File: config.mk
export PLATFORM = sky130hd
export DESIGN_NAME = sample_format_conv
export DESIGN_NICKNAME = d
export VERILOG_FILES = /design/src/rtl/sample_format_conv.sv
export SDC_FILE = /design/constraint.sdc
export NUM_CORES = 1
export LEC_CHECK = 0
export ABC_AREA = 1
export BUFFER_PORTS_ARGS = -buffer_cell sky130_fd_sc_hd__buf_2
export CAP_MARGIN = 0
export CORE_AREA = 4 4 41 43
export CTS_BUF_LIST = sky130_fd_sc_hd__clkbuf_4
export CTS_CLUSTER_SIZE = 10
export DETAILED_ROUTE_END_ITERATION = 8
export DIE_AREA = 0 0 45 47
export PLACE_DENSITY = 0.77
export SETUP_SLACK_MARGIN = 0.2
export SYNTH_ARGS = -nofsm -noshare
export SYNTH_HDL_FRONTEND = slang
export SYNTH_SLANG_ARGS = --single-unit
File: constraint.sdc
create_clock -name clk -period 1.35 [get_ports clk]
set_input_delay 0.27 -clock clk [delete_from_list [all_inputs] [get_ports clk]]
set_output_delay 0.27 -clock clk [all_outputs]
set_load 0.1 [all_outputs]
File: src/rtl/sample_format_conv.sv
module sample_format_conv #(
  parameter int SAMPLE_W = 12
) (
  input  logic                              clk,
  input  logic                              rst_n,
  input  logic                              in_valid,
  input  logic [SAMPLE_W-1:0]               in_sample,
  input  logic                              cfg_enable,
  input  logic                              cfg_offset_bin,
  input  logic                              cfg_sign_ext,
  output logic                              out_valid,
  output logic [((SAMPLE_W+7)/8)*8-1:0]     out_sample
);
  localparam int OUT_W = ((SAMPLE_W + 7) / 8) * 8;
  localparam int PAD_W = OUT_W - SAMPLE_W;
  localparam int MSB   = SAMPLE_W - 1;

  logic                flip_msb;
  logic                ext_on;
  logic [SAMPLE_W-1:0] body;
  logic [OUT_W-1:0]    wide;

  assign flip_msb = cfg_enable & cfg_offset_bin;
  assign ext_on   = cfg_enable & ~cfg_offset_bin & cfg_sign_ext;
  assign body     = {in_sample[MSB] ^ flip_msb, in_sample[MSB-1:0]};

  generate
    if (PAD_W > 0) begin : g_pad
      assign wide = {{PAD_W{ext_on & in_sample[MSB]}}, body};
    end else begin : g_nopad
      assign wide = body;
    end
  endgenerate

  always_ff @(posedge clk) begin
    if (!rst_n) begin
      out_valid  <= 1'b0;
      out_sample <= '0;
    end else begin
      out_valid <= in_valid;
      if (in_valid) out_sample <= wide;
    end
  end
endmodule


==> Yosys cells after proc, flatten, opt, wreduce, memory -nomap -nowiden <==
Cells that the tools add are included.
{ "word_totals": {"regBits": 14, "inputBits": 18, "out_inout_bits": 17, "word_cells": 8} }
{ "op_classes": {"bitwise_logic": 6} }
{ "op_table": {"columns": ["operator", "count"], "rows": [
  ["bitwise AND 1 bit", 4],
  ["NOT 1 bit", 1],
  ["XOR 1 bit", 1]
]} }

==> Longest topological paths before layout <==
{ "depth": {"word_depth": 4, "mapped_depth": 4, "depth_no_buf": 4} }

==> Worst setup path after synthesis <==
No wires, ideal clock.
{ "synth_timing": {"path_type": "reg-to-output", "start": "register, netlist name out_sample[12]", "end": "output port out_sample[13]", "arrival_ns": 1.405, "t_required_ns": 1.080, "path_slack_ns": -0.325, "path_stages_with_launch": 2, "n_path_buf": 1, "cell_sequence": "dfxtp_1 -> buf_4"} }
{ "synth_lines": {"columns": ["element", "line", "text"], "rows": [
  ["to (decl)", "12", "output logic [((SAMPLE_W+7)/8)*8-1:0] out_sample"]
]} }
No word-level cell between the ends.

==> Worst setup path in the final report <==
{ "layout_timing": {"start": "register, netlist name out_sample[12]", "end": "output port out_sample[14]"} }
No word-level cell between the ends.

==> metrics list <==
- For this block, the routed nets add up to 1350 um of wire.
- Most frequently used cell type in the post-synthesis netlist: sky130_fd_sc_hd__nor2_1
* R2R setup slack: 0.62 ns
- The repair_antennas step left the layout with diodes totalling 0.
- Of all flip-flops after synthesis, the portion carrying an async set or reset was 0%.
- In this run the power density over the cells is 1310 mW/mm2.
- The worst register-to-register path begins at out_sample[12].
* Io pins: 35
- Clock tree from TritonCTS: yes
- Static leakage: 0.436 nW
- Setup repair after global routing could not meet its margin everywhere.
- Worst Hold Depth: 3
- Per-cell via count in the routed design: 4.75
- Via count of the first global-routing pass: 485
- The number of cells on the worst reg-to-reg path is 2.
- Iter 0 DRT Violations: 10
- Worst path bufs/invs: 1
* Starting utilization of the core area: 40.8%
- In this run the most critical hold path is launched from in_sample[6].
- The number of antenna violations at the first check in global routing came to 0.
* Worst Path Max Fanout: 5
- For this design, the sink count on the clock tree is 14.
* Highest metal layer used by the detailed router: met4
* Critical setup path kind: reg -> out
- Cell internal power was estimated by the tool at 0.690 mW.
- Total Die Area: 0.00212 mm2
* Mapped Cells: 70
- The count of nets left with antenna violations once routing finished came out at 0.
- For the pin with the worst max-slew slack, the measured transition is 0.315 ns.
- Across the VDD grid, the largest voltage drop is 0.712 mV.
- Clock tree buffer depth: 2
* Standard cell with the maximum stage delay on the critical path: sky130_fd_sc_hd__dfxtp_4
- Across the routed clock network, the largest skew measured is 0 ns.
- Post-Syn Area: 531 um2
* Flop and latch count out of synthesis: 14
- The final critical path takes up 86.3% of the cycle.
- Counting flops with a built-in enable in the synthesized netlist gives 0.
- H-tree depth: 1
* Classification of the worst-slack hold path: in -> reg
* Number of nets in the final layout: 121
- Grouping stages by cell kind, the critical path spends the most delay in flip-flops.
- At the end of routability-driven placement, the weighted congestion stood at 0.764.
- Sequential Power Share: 41.1%
- Combinational logic is responsible for 35.5% of the overall power.
- The flow ran to the end, and the final reports show no timing, DRC or antenna violations.
- Warning count from the yosys run: 0
- Count of non-filler cells in the finished layout: 117
* Post-Synthesis Net Count: 88
- The tree is rooted in a sky130_fd_sc_hd__clkbuf_4.
* Cell types occupying the most area after synthesis: sky130_fd_sc_hd__dfxtp_1 (53%), sky130_fd_sc_hd__nor2_1 (16%), sky130_fd_sc_hd__o21ai_0 (12%)
* Hold Path End: out_sample[6]
- Net switching is 39.5% of the power.
- Clock-pin transition on the worst setup and hold timing paths: 0.08 ns
- Total count of hold-check failures in the final report: 0
- Counting the buffers created by CTS gives 3.
- CP startpoint kind: flop
- For this design the total switching power over the nets is 0.450 mW.
* Max Transition Viols Final: 0
- In this design, the stage delay of the slowest critical-path cell is 0.42 ns.
* Sum of overflow across all layers after global routing: 0
- Biggest area consumer among synthesized cells: sky130_fd_sc_hd__dfxtp_1
* Cell total after placement: 113
- Sequential cell area fraction in the yosys report: 52.8%
* R2R Path End: out_sample[12]
* Mean routed wirelength per cell: 11.6 um
* Crit path capture type: output port
- In this run the post-CTS setup repair buffer count came out at 0.
- In the final timing run, aggregate negative setup slack is 0 ns.
* Vias: 556
- In the routed design, unresolved DRC markers number 0.
- Detailed Place HPWL: 944 um
- Of the post-synthesis cell area, the dominant cell type holds 52.8%.
- Headroom to the max-slew limit: 79.0%
* DIE HEIGHT: 47 um
* Share of layout cells above drive strength 1: 51.0%
* Number of buffers inserted for hold repair after clock tree synthesis: 0
* Skew-Pair Late Insertion Delay: 0.27 ns
- After synthesis, the netlist uses 9 different library cells.
* Area of the core: 0.00130 mm2
* Pin count of the biggest net entering global routing: 18
- Crit path DAT: 0.89 ns
- DRT Pass-1 Iters: 4
* Global-route wire length before repair: 1990 um
- Critical path cell sequence: buf_12
- Max Freq: 859 MHz
- Per-instance average area after synthesis: 7.58 um2
- Die width: 45 um
* Area growth from synthesis to layout: 64.4%
* Final Setup Violations: 0
* Top cell types by occurrence after synthesis: sky130_fd_sc_hd__nor2_1 (23), sky130_fd_sc_hd__dfxtp_1 (14), sky130_fd_sc_hd__o21ai_0 (13)
- Final hold analysis gives a worst-case slack of 0.208 ns.
* DR WL met3: 139 um
- Global routing used 13.4% of the available tracks across all layers.
- The tool flagged a number of max-cap violations equal to 0.
* Post-route met1 wirelength: 507 um
- Clock period minus worst slack: 1.16 ns
* Required time at the endpoint of the critical path: 1.08 ns
- Row generation in the floorplan step produced 13 rows.
- Clock power share: 23.4%
- The routed design uses 684 um of met2 wire.
- Ys flop type: sky130_fd_sc_hd__dfxtp_1
- IO buf count: 34
what timing repair did:
item / in CTS / in global routing
hold endpoints to repair: 0 / 0
resized for setup: 24 / 3
setup endpoints to repair: 17 / 7
through the flow:
step	worst slack, ns	area (um2)	utilization (%)	total power, mW
final	0.185	872	67.0	1.14
after global routing	0.157	872	67.0	1.18
after CTS	0.170	861	66.2	1.14
after detailed placement	0.330	757	58.2	0.840
after global placement	0.347	757	58.2	0.837
after floorplan	0.202	551	-	0.761
metal layers:
metal  vias to the layer above  global-route usage (%)
li1                        280                       -
met1                       245                    14.0
met2                        26                    22.3
met3                         5                    6.51
met4                         0                    7.02
met5                         -                       0
how the worst max path moves through the flow:
stage	cells past startpoint	startpoint	to	slack, ns
global route	1	out_sample[12]	out_sample[14]	0.16
CTS	1	out_sample[6]	out_sample[6]	0.17
floorplan	1	out_sample[12]	out_sample[13]	0.20
global placement	4	in_valid	out_sample[7]	0.35
finish	1	out_sample[12]	out_sample[14]	0.19
detailed placement	4	in_valid	out_sample[2]	0.33
cell families (layout without fill, tap and decap cells):
group	after synthesis	after routing	synth area share, %
buffers and inverters	11	43	11.6
AO/OA/AOI/OAI	15	15	14.2
flip-flops	14	14	52.8
AND/OR/NAND/NOR	30	30	21.5
layout by cell type (no fill, tap or decap):
cell	instances
sky130_fd_sc_hd__dfxtp_2	13
sky130_fd_sc_hd__buf_2	17
sky130_fd_sc_hd__buf_6	12
sky130_fd_sc_hd__a21oi_1	2
sky130_fd_sc_hd__buf_12	4
sky130_fd_sc_hd__buf_8	1
sky130_fd_sc_hd__clkbuf_4	4
sky130_fd_sc_hd__dfxtp_4	1
sky130_fd_sc_hd__inv_1	5
sky130_fd_sc_hd__o21ai_0	13
sky130_fd_sc_hd__nor2_1	23
sky130_fd_sc_hd__nand3_1	1
sky130_fd_sc_hd__nand2_1	6
power groups by stage:
| stage | logic [mW] | clock network [mW] | registers (mW) |
|---|---|---|---|
| finish | 0.404 | 0.267 | 0.469 |
| global route | 0.420 | 0.291 | 0.473 |
| CTS | 0.401 | 0.272 | 0.468 |
| detailed placement | 0.369 | 0 | 0.471 |
| global placement | 0.367 | 0 | 0.471 |
| floorplan | 0.0883 | 0 | 0.673 |
flip-flops by register name, summed over array words and instances (netlist names):
name / count
out_sample: 13
out_valid: 1
area by class of cell:
type / count / area [um2]
flip-flops and latches: 14 / 300
multi-input cells: 45 / 189
clock buffers: 4 / 30.0
repair buffers: 34 / 315
well taps: 15 / 18.8
fillers: 107 / 429
inverters: 5 / 18.8
(Power assumes the default switching activity.)
